File: src/rtl/rsc_pkg.sv
package rsc_pkg;

  typedef enum logic {
    ACC_READ  = 1'b0,
    ACC_WRITE = 1'b1
  } acc_kind_e;

  function automatic int unsigned bits_for(input int unsigned n);
    return (n <= 1) ? 1 : $clog2(n);
  endfunction

endpackage

File: src/rtl/rsc_seq.sv
module rsc_seq
  import rsc_pkg::*;
#(
  parameter int WORD_W    = 64,
  parameter int NUM_WORDS = 8,
  localparam int CNT_W    = bits_for(WORD_W),
  localparam int IDX_W    = bits_for(NUM_WORDS)
) (
  input  logic             clk,
  input  logic             rst,
  input  logic             req_valid,
  input  logic             req_write,
  output logic             req_ready,
  output logic             load_en,
  output logic             cap_en,
  output logic             shift_en,
  output logic             busy,
  output logic [IDX_W-1:0] word_idx,
  output logic             frame_done,
  output logic             overrun_err
);

  localparam logic [CNT_W-1:0] CNT_LAST = CNT_W'(WORD_W - 1);
  localparam logic [IDX_W-1:0] IDX_LAST = IDX_W'(NUM_WORDS - 1);

  logic             busy_q;
  logic [CNT_W-1:0] cnt_q;
  logic [IDX_W-1:0] idx_q;
  logic             done_q;
  logic             err_q;
  logic             accept;
  acc_kind_e        kind;

  assign kind     = acc_kind_e'(req_write);
  assign accept   = req_valid && !busy_q;
  assign load_en  = accept && (kind == ACC_WRITE);
  assign cap_en   = accept && (kind == ACC_READ);
  assign shift_en = busy_q;

  always_ff @(posedge clk) begin
    if (rst) begin
      busy_q <= 1'b0;
      cnt_q  <= '0;
      idx_q  <= '0;
      done_q <= 1'b0;
    end else if (accept) begin
      busy_q <= 1'b1;
      cnt_q  <= '0;
      idx_q  <= (idx_q == IDX_LAST) ? '0 : idx_q + 1'b1;
      done_q <= (idx_q == IDX_LAST);
    end else begin
      done_q <= 1'b0;
      if (busy_q) begin
        if (cnt_q == CNT_LAST) busy_q <= 1'b0;
        cnt_q <= cnt_q + 1'b1;
      end
    end
  end

  always_ff @(posedge clk) begin
    if (rst)                     err_q <= 1'b0;
    else if (req_valid && busy_q) err_q <= 1'b1;
  end

  assign req_ready   = !busy_q;
  assign busy        = busy_q;
  assign word_idx    = idx_q;
  assign frame_done  = done_q;
  assign overrun_err = err_q;

  AST_BUSY_ENTRY: assert property (@(posedge clk) disable iff (rst)
    $rose(busy_q) |-> $past(req_valid));

  AST_IDX_STEP: assert property (@(posedge clk) disable iff (rst)
    (idx_q != $past(idx_q)) |-> ($past(req_valid) && !$past(busy_q)));

  AST_DONE_WRAP: assert property (@(posedge clk) disable iff (rst)
    done_q |-> (idx_q == '0));

  AST_ERR_STICKY: assert property (@(posedge clk) disable iff (rst)
    $past(err_q) |-> err_q);

endmodule

File: src/rtl/rsc_window.sv
module rsc_window #(
  parameter int WORD_W = 64
) (
  input  logic              clk,
  input  logic              rst,
  input  logic              load_en,
  input  logic [WORD_W-1:0] load_word,
  input  logic              cap_en,
  input  logic              shift_en,
  input  logic              wrap_bit,
  output logic              feed_bit,
  output logic              rd_valid,
  output logic [WORD_W-1:0] rd_data
);

  logic [WORD_W-1:0] win_q;
  logic [WORD_W-1:0] rd_q;
  logic              rdv_q;

  always_ff @(posedge clk) begin
    if (rst)           win_q <= '0;
    else if (load_en)  win_q <= load_word;
    else if (shift_en) win_q <= {win_q[WORD_W-2:0], wrap_bit};
  end

  always_ff @(posedge clk) begin
    if (rst) begin
      rdv_q <= 1'b0;
      rd_q  <= '0;
    end else begin
      rdv_q <= cap_en;
      if (cap_en) rd_q <= win_q;
    end
  end

  assign feed_bit = win_q[WORD_W-1];
  assign rd_valid = rdv_q;
  assign rd_data  = rd_q;

  AST_WINDOW_HOLD: assert property (@(posedge clk) disable iff (rst)
    (!load_en && !shift_en) |=> $stable(win_q));

  AST_RDV_PULSE: assert property (@(posedge clk) disable iff (rst)
    rdv_q |=> !rdv_q);

  AST_LOAD_NOT_SHIFT: assert property (@(posedge clk) disable iff (rst)
    load_en |-> !shift_en);

endmodule

File: src/rtl/rsc_body.sv
module rsc_body #(
  parameter int WORD_W    = 64,
  parameter int NUM_WORDS = 8,
  localparam int NUM_SEG  = NUM_WORDS - 1
) (
  input  logic clk,
  input  logic rst,
  input  logic shift_en,
  input  logic feed_bit,
  output logic tail_bit
);

  logic [NUM_SEG-1:0][WORD_W-1:0] seg_q;
  logic [NUM_SEG-1:0]             seg_in;

  for (genvar s = 0; s < NUM_SEG; s++) begin : g_seg
    if (s == 0) begin : g_head
      assign seg_in[s] = feed_bit;
    end else begin : g_link
      assign seg_in[s] = seg_q[s-1][WORD_W-1];
    end

    always_ff @(posedge clk) begin
      if (rst)           seg_q[s] <= '0;
      else if (shift_en) seg_q[s] <= {seg_q[s][WORD_W-2:0], seg_in[s]};
    end
  end

  assign tail_bit = seg_q[NUM_SEG-1][WORD_W-1];

  AST_BODY_HOLD: assert property (@(posedge clk) disable iff (rst)
    !shift_en |=> $stable(seg_q));

endmodule

File: src/rtl/ring_scan_chain.sv
module ring_scan_chain
  import rsc_pkg::*;
#(
  parameter int WORD_W    = 64,
  parameter int NUM_WORDS = 8,
  localparam int IDX_W    = bits_for(NUM_WORDS)
) (
  input  logic              clk,
  input  logic              rst,
  input  logic              req_valid,
  output logic              req_ready,
  input  logic              req_write,
  input  logic [WORD_W-1:0] req_wdata,
  output logic              rd_valid,
  output logic [WORD_W-1:0] rd_data,
  output logic              busy,
  output logic [IDX_W-1:0]  word_idx,
  output logic              frame_done,
  output logic              overrun_err
);

  logic load_en;
  logic cap_en;
  logic shift_en;
  logic feed_bit;
  logic tail_bit;

  rsc_seq #(.WORD_W(WORD_W), .NUM_WORDS(NUM_WORDS)) u_seq (
    .clk         (clk),
    .rst         (rst),
    .req_valid   (req_valid),
    .req_write   (req_write),
    .req_ready   (req_ready),
    .load_en     (load_en),
    .cap_en      (cap_en),
    .shift_en    (shift_en),
    .busy        (busy),
    .word_idx    (word_idx),
    .frame_done  (frame_done),
    .overrun_err (overrun_err)
  );

  rsc_window #(.WORD_W(WORD_W)) u_win (
    .clk       (clk),
    .rst       (rst),
    .load_en   (load_en),
    .load_word (req_wdata),
    .cap_en    (cap_en),
    .shift_en  (shift_en),
    .wrap_bit  (tail_bit),
    .feed_bit  (feed_bit),
    .rd_valid  (rd_valid),
    .rd_data   (rd_data)
  );

  rsc_body #(.WORD_W(WORD_W), .NUM_WORDS(NUM_WORDS)) u_body (
    .clk      (clk),
    .rst      (rst),
    .shift_en (shift_en),
    .feed_bit (feed_bit),
    .tail_bit (tail_bit)
  );

  AST_RDV_AFTER_READ: assert property (@(posedge clk) disable iff (rst)
    rd_valid |-> ($past(req_valid) && !$past(req_write) && $past(req_ready)));

endmodule

File: config.mk
export PLATFORM = sky130hd
export DESIGN_NAME = ring_scan_chain
export DESIGN_NICKNAME = d
export VERILOG_FILES = /design/src/rtl/rsc_pkg.sv /design/src/rtl/rsc_seq.sv /design/src/rtl/rsc_window.sv /design/src/rtl/rsc_body.sv /design/src/rtl/ring_scan_chain.sv
export SDC_FILE = /design/constraint.sdc
export NUM_CORES = 1
export LEC_CHECK = 0
export ABC_AREA = 0
export BUFFER_PORTS_ARGS = -buffer_cell sky130_fd_sc_hd__buf_2
export CELL_PAD_IN_SITES_DETAIL_PLACEMENT = 1
export CELL_PAD_IN_SITES_GLOBAL_PLACEMENT = 2
export CORE_MARGIN = 2
export CORE_UTILIZATION = 30
export DETAILED_ROUTE_END_ITERATION = 8
export PLACE_DENSITY_LB_ADDON = 0.3
export SKIP_LAST_GASP = 1
export SYNTH_ARGS = -nofsm -noshare
export SYNTH_HDL_FRONTEND = slang
export SYNTH_SLANG_ARGS = --single-unit
File: constraint.sdc
create_clock -name clk -period 1.2 [get_ports clk]
set_input_delay 0.06 -clock clk [delete_from_list [all_inputs] [get_ports clk]]
set_output_delay 0.06 -clock clk [all_outputs]
set_load 0.05 [all_outputs]
# After elaboration in Yosys (flattened, before gate mapping)
# Cells that the tools add are included.
# op_classes
addsub	2
eq_ne	2
muxes	6
bitwise	2
reduce_logical	8
# ops
cell	count
64-bit two-way mux	2
6-bit by 1-bit adder with 6-bit output (second input constant)	1
6-bit == test (second input constant)	1
1-bit logical AND	4
2-bit OR reduction	2
3-bit by 1-bit adder with 3-bit output (second input constant)	1
3-bit == test (second input constant)	1
1-bit two-way mux	3
3-bit two-way mux	1
1-bit inverter	2
2-bit nonzero test	1
1-bit zero test	1
# word_totals
reg_bits	589
input_bits	68

# Longest topological paths before layout
# Gate-level depths: netlist of the first run.
# logic_depth
ltp_word	4
depth_mapped	6

# By module
# Synthesis of the first run repeated with hierarchy kept, for this count alone.
# hier_totals
cells_unflattened	1993
hier_area_um2	21904.8
# modules_own_cells
module	n_inst	cells_each	area_per_inst_um2	seq_area_each_um2
rsc_body	1	1444	16126.7	8968.6
rsc_window	1	492	5257.5	2582.5
rsc_seq	1	57	520.5	240.2

# Least setup slack after synthesis of the first run
# Ideal clock, no wire load.
# synth_timing
path_type	flip-flop to flip-flop
startpoint	reg u_seq.busy_q (netlist: u_seq.busy)
endpoint	reg u_body.seg_q[58] in the netlist's numbering
setup_ps	128
t_arrival_ps	1543
required_time_ps	1072
slack_ps	-470
path_stages_with_launch	6
path_cell_list	dfxtp_1 > buf_2 > buf_2 > buf_4 > mux2i_1 > nor2_1
# synth_rtl
item	line	rtl
start: declaration	rsc_seq.sv:26	logic busy_q;
start signal: assignment	rsc_seq.sv:42	busy_q <= 1'b0;
start signal: assignment	rsc_seq.sv:47	busy_q <= 1'b1;
start signal: assignment	rsc_seq.sv:54	if (cnt_q == CNT_LAST) busy_q <= 1'b0;
end signal: indexed assignment	rsc_body.sv:25	else if (shift_en) seg_q[s] <= {seg_q[s][WORD_W-2:0], seg_in[s]};
end: declaration	rsc_body.sv:13	logic [NUM_SEG-1:0][WORD_W-1:0] seg_q;

# Worst setup path in the final report of the first run
# layout_timing
startpoint	reg u_seq.busy_q (netlist: u_seq.busy)
endpoint	reg u_win.rd_q[6] (netlist: u_win.rd_data[6])
# layout_via
elab_chain_len	3
# layout_lines
item	line	rtl
1-bit zero test	rsc_seq.sv:35	assign accept = req_valid && !busy_q;
1-bit logical AND	rsc_seq.sv:35	
1-bit logical AND	rsc_seq.sv:37	assign cap_en = accept && (kind == ACC_READ);
end signal: assignment	rsc_window.sv:32	if (cap_en) rd_q <= win_q;
end: declaration	rsc_window.sv:17	logic [WORD_W-1:0] rd_q;
# No other way between the ends.
# A chain may end at the register's enable or synchronous reset.

==> results.cfg, run 1 <==
[run_status]
outcome = finished, violations left
violations = setup timing

[grt]
track_usage = 0.136
grt_max_degree = 78
antenna_found_initial = 1
grt_pass1_wl_um = 82500
grt_overflow = 0
grt_pass1_vias = 15900

[power]
cellPowerDensity_nw_per_um2 = 1530
netSwitchingPower_mw = 10.2
comb_power_share = 0.096
clock_power_share = 0.449
swShare = 0.232
cell_internal_pwr_mw = 33.8
p_seq_frac = 0.455
ir_drop_mv = 0.994
leakage_nw = 11.8

[worst_setup_path]
critPathRequiredTime_ns = 1.70
path_class = reg -> reg
cp.arrival_ns = 2.00
crit_path_end_kind = register
critPathSlowestCell = dfxtp_4
cpPeakStageDelay_ns = 0.36
startpoint_type = register
cpMostUsedCell = buf_6
crit_chain = buf_6 -> nor3b_4 -> buf_6 -> bufbuf_16 -> nand2_1 -> a21oi_1
cp_max_fo = 7

[logic_synthesis]
ys.flop_type = dfxtp_1
ys_async_sr_fraction = 0
synth_xor_area_frac = 0.00164
synth_compound_area_frac = 0.0423
yosys.area.top_type = dfxtp_1
yosys.area_share.adder = 0.00176
syn_nets = 2211
synthCells = 2140
ys_types = 26
synth_top_family_by_area = multiplexers
ys_ff_latch = 589
yosysWarningCount = 0
synth_edf_count = 0
yosys-mux-area-fraction = 0.212
netlist_area_um2 = 21300
yosys-top-cells-area = dfxtp_1 (55%), mux2i_1 (21%), nor2_1 (9.2%)
synthSimpleGateAreaFrac = 0.145
synth.top_cell.area_share = 0.553
syn_area_per_cell_um2 = 9.96
ys_seq_area_frac = 0.553

[clock_network]
cts_root_buf = clkbuf_16
cts_max_path_buffers = 3
clock-sinks = 589
numCtsBuffers = 67
cts_tree = yes
h-tree-depth = 3
clk_pin_slew_ns = 0.06
clkLatencyLatePin_ns = 0.60

[place]
dp_hpwl_um = 28500
gp_congestion = 0.768
place_area_um2 = 23400
dp.cells = 3130
pre_cts_ws_ns = -0.204
numPortBuffers = 139

[layout]
finalNetCount = 2488
multi_input_area_um2 = 9050
final_common_cell = dfxtp_1
drive_gt1_frac = 0.208
final-seq-area_um2 = 11800
final_cell_mix = dfxtp_1 (564), nor2_1 (523), mux2i_1 (447)
stdcell_count = 3405
fill_cells = 7697
syn_to_final_growth_pct = 35.2
final_cell_area_um2 = 28800

[floorplanning]
rows = 97
core_area_um2 = 70100
pin_count = 140
die-area_um2 = 73200
die_h_um = 271
start_util = 0.304
die_w_um = 271

[drt]
ant_nets = 0
drtIter0Drc = 642
drc_errors = 0
via_count = 15700
drtPass1Iterations = 5
routed_via_density = 4.62
drt-total-wl_um = 52800
wl_per_cell_um = 15.5

[sta]
worst_slack_ns = -0.291
rsz0062_at_grt = true
maxSlewViolCount = 0
worst_slew_pin_slew_ns = 0.513
fmax_mhz = 671
finalHoldViolations = 0
slew_headroom = 0.658
setup_viol = 628
holdWs_ns = 0.0999
finalCriticalPeriod_ns = 1.49
skew_ns = 0.0282
fin_crit_sh = 1.24

[run]
drv_cap = 0

[worst_hold_path]
hold_path.class = in -> reg
## critical path: cells and delay by family (launching register included)
kind	cells	cell delay [ns]
buf+inv	3	0.63
simple gates	2	0.26
flops	1	0.36
compound gates	1	0.14
## flip-flops by register name (all words and copies together), names as in the netlist
signal             count
u_seq.frame_done       1
u_seq.busy             1
u_body.seg_in          6
u_win.rd_valid         1
u_win.win_q           64
u_body.tail_bit        1
u_body.seg_q         441
u_win.rd_data         64
u_seq.overrun_err      1
u_seq.cnt_q            6
u_seq.word_idx         3
## per-layer routing
layer,GRT usage,up-vias,share of wire
met2,0.221,249,0.46
met4,0.0521,0,0.030
met1,0.177,7641,0.47
met5,0,-,0
met3,0.0264,88,0.036
li1,-,7770,-
## timing repair
item,CTS,global route
gates resized for setup,147,145
hold endpoints to repair,298,2
endpoints found under the setup margin,626,651
setup buffers,26,23
gates cloned,26,21
hold buffers,66,1
pin swaps,8,57
## synth_stat cells, types with 2 or more instances
master,n
ha_1,3
buf_2,30
buf_6,6
nand2b_1,2
a21oi_1,66
clkbuf_1,69
nand4_1,2
mux2i_1,452
nand3_1,67
buf_4,58
dfxtp_1,589
nor2_1,523
xor2_1,3
buf_1,3
a311oi_1,64
nand2_1,193
## cell families (layout without fill, tap and decap cells)
| group | after synthesis | after routing |
|---|---|---|
| AOI/OAI and AO/OA | 132 | 132 |
| xor gates and xnor gates | 4 | 4 |
| adders and majority gates | 3 | 3 |
| buffers and inverters | 167 | 491 |
| DFF | 589 | 589 |
| muxes | 452 | 452 |
| other | 0 | 1 |
| and+or+nand+nor | 793 | 793 |
## cell type report
class	instances	area share
Timing Repair Buffer	374	0.159
Clock inverter	10	0.00300
Sequential cell	589	0.411
Multi-Input combinational cell	1384	0.314
Inverter	1	0.000565
Clock buffer	106	0.0711
Antenna cell	1	0.0000869
Tap cell	940	0.0408
## final timing paths
path	from	endpoint	slack (ns)	depth (start not counted)
setup / recovery	u_seq.busy	u_win.rd_data[6]	-0.29	6
hold / removal	req_valid	u_win.win_q[42]	0.1	4
setup reg to reg	u_seq.busy	u_win.rd_data[6]	-0.29	6
hold reg to reg	u_win.rd_data[33]	u_win.rd_data[33]	0.45	2
## power groups by stage
stage	clock network (mW)	registers [mW]	logic, mW
CTS	20.6	20.0	3.79
detailed placement	0	20.4	2.88
global route	21.3	20.1	4.49
global placement	0	20.4	2.84
floorplan	0	20.6	1.93
finish	19.8	20.1	4.22
## metrics by stage
stage / total power [mW] / utilization / setup TNS (ns)
after floorplan: 22.5 / - / -38.14
after global placement: 23.3 / 0.334 / -28.50
after detailed placement: 23.3 / 0.334 / -40.33
after CTS: 44.4 / 0.395 / -103.17
after global routing: 45.8 / 0.411 / -137.57
final: 44.0 / 0.411 / -103.86
(Power assumes the default switching activity.)
==> run 2: changes to the inputs <==
Clock period 1.2 ns to 1.9 ns, I/O delays scaled along.
==> run 2 against run 1 <==
  * The flow now finishes without violations
  * Sequential power shrank 37%
  * Non-clock buffer count shrank 128
  * Sequential cell count is the same
  * Clock power shrank 40%
  * First-iteration DRC count grew 6.1%
  * Register-to-register slack gained 0.66 ns
  * Worst hold slack gained 0.015 ns
  * Clock skew shrank 0.012 ns
  * Global-route usage shrank 1.5 points
  * Sequential share of layout area grew 5.1 points
==> results.cfg, run 2 (synthesis results as in run 1) <==
[place]
gp_congestion = 0.713
dp_hpwl_um = 26100
dp.cells = 3094
pre_cts_ws_ns = 0.374
numPortBuffers = 139

[worst_hold_path]
hold_path.class = in -> reg

[worst_setup_path]
critPathSlowestCell = dfxtp_4
r2r-end = u_body.seg_q[80]
path_class = reg -> out
r2r_slack_ns = 0.37
rr_startpoint = u_seq.busy
crit_chain = clkinv_4 -> buf_12 -> buf_2
endpoint = req_ready
crit_start = u_seq.busy
reg2reg_depth = 4
cp.arrival_ns = 1.71
critPathRequiredTime_ns = 1.80
cp_max_fo = 37
startpoint_type = register
cpPeakStageDelay_ns = 0.46
crit_path_end_kind = primary output

[power]
netSwitchingPower_mw = 6.05
ir_drop_mv = 0.460
comb_power_share = 0.067
p_seq_frac = 0.481
clock_power_share = 0.453
cell_internal_pwr_mw = 20.2
cellPowerDensity_nw_per_um2 = 1030
swShare = 0.230
leakage_nw = 10.2

[grt]
grt_pass1_wl_um = 75500
grt_pass1_vias = 15200
grt_overflow = 0
track_usage = 0.121
grt_max_degree = 84
antenna_found_initial = 0

[clock_network]
clkLatencyLatePin_ns = 0.58
clk_pin_slew_ns = 0.06
clock-sinks = 589
cts_tree = yes
h-tree-depth = 3
post-cts-setup-buffers = 0
cts_root_buf = clkbuf_16
cts_max_path_buffers = 3
numCtsBuffers = 68

[sta]
slew_headroom = 0.650
maxSlewViolCount = 0
rsz0062_at_grt = false
worst_slack_ns = 0.0955
skew_ns = 0.0166
fmax_mhz = 554
setup_viol = 0
worst_slew_pin_slew_ns = 0.524
setup_tns_ns = 0
fin_crit_sh = 0.950
finalHoldViolations = 0
finalCriticalPeriod_ns = 1.80

[drt]
wl_per_cell_um = 13.5
drt-total-wl_um = 44200
drtIter0Drc = 681
ant_nets = 0
drtPass1Iterations = 4
drc_errors = 0
routed_via_density = 4.52
via_count = 14800

[layout]
final_util = 0.364
antenna_cells = 0
final_cell_mix = dfxtp_1 (588), nor2_1 (523), mux2i_1 (452)
stdcell_count = 3265
drive_gt1_frac = 0.117
top_register = u_body.seg_q
syn_to_final_growth_pct = 19.9
final_common_cell = dfxtp_1
largest_reg_flops = 441
finalNetCount = 2361
fill_cells = 7853

[floorplanning]
die_h_um = 271
die-area_um2 = 73200
core_area_um2 = 70100
die_w_um = 271
rows = 97
start_util = 0.304
pin_count = 140

[run_status]
outcome = complete, no violations

[run]
drv_cap = 0
==> run 2: metal layers <==
layer  part of all wire  global-route usage  wire length [um]
met3              0.032              0.0262              1410
met4              0.032              0.0439              1410
met1               0.48               0.155             21100
met5                  0                   0                 0
met2               0.46               0.199             20300
==> run 2: how the worst min path moves through the flow <==
stage / from / to / slack, ns / cells after the start
6_report: req_write / u_win.rd_valid / 0.11 / 3
5_1_grt: req_write / u_win.rd_valid / 0.10 / 3
4_1_cts: req_write / u_win.rd_valid / 0.09 / 3
3_5_place_dp: req_wdata[2] / u_win.win_q[2] / 0.39 / 3
3_3_place_gp: req_wdata[2] / u_win.win_q[2] / 0.38 / 3
2_1_floorplan: req_wdata[10] / u_win.win_q[10] / 0.27 / 2
==> run 2: critical path, delay by kind of cell, from the launching register on <==
| family | cells | cell delay (ns) |
|---|---|---|
| flip-flops | 1 | 0.46 |
| buffers and inverters | 3 | 0.66 |
==> run 2: through the flow <==
stage	hold slack (ns)	power (mW)	cell area [um2]
after floorplan	0.268	14.2	21300
after global placement	0.381	14.6	22900
after detailed placement	0.386	14.6	22900
after CTS	0.0910	26.9	25600
after global routing	0.102	27.5	25600
final	0.115	26.3	25600
==> run 2: timing repair <==
item                       in CTS  in global routing
hold buffers                   66                  0
setup endpoints to repair       1                  0
hold endpoints to repair       98                  0
resized for setup               1                  0
==> run 2: cell type report <==
cell class	instances	area, um2	area share
clock inverter	9	53.8	0.00210
sequential	589	11800	0.461
timing repair buffer	246	1990	0.0777
tap	940	1180	0.0460
inverter	1	8.76	0.000343
multi-input combinational	1384	8600	0.336
clock buffer	96	1940	0.0759
==> run 2: power groups by stage <==
| stage | logic (mW) | clock network (mW) | registers, mW |
|---|---|---|---|
| finish | 1.76 | 11.9 | 12.6 |
| global route | 1.91 | 13.0 | 12.7 |
| CTS | 1.78 | 12.4 | 12.6 |
| detailed placement | 1.67 | 0 | 12.9 |
| global placement | 1.65 | 0 | 12.9 |
| floorplan | 1.15 | 0 | 13.0 |
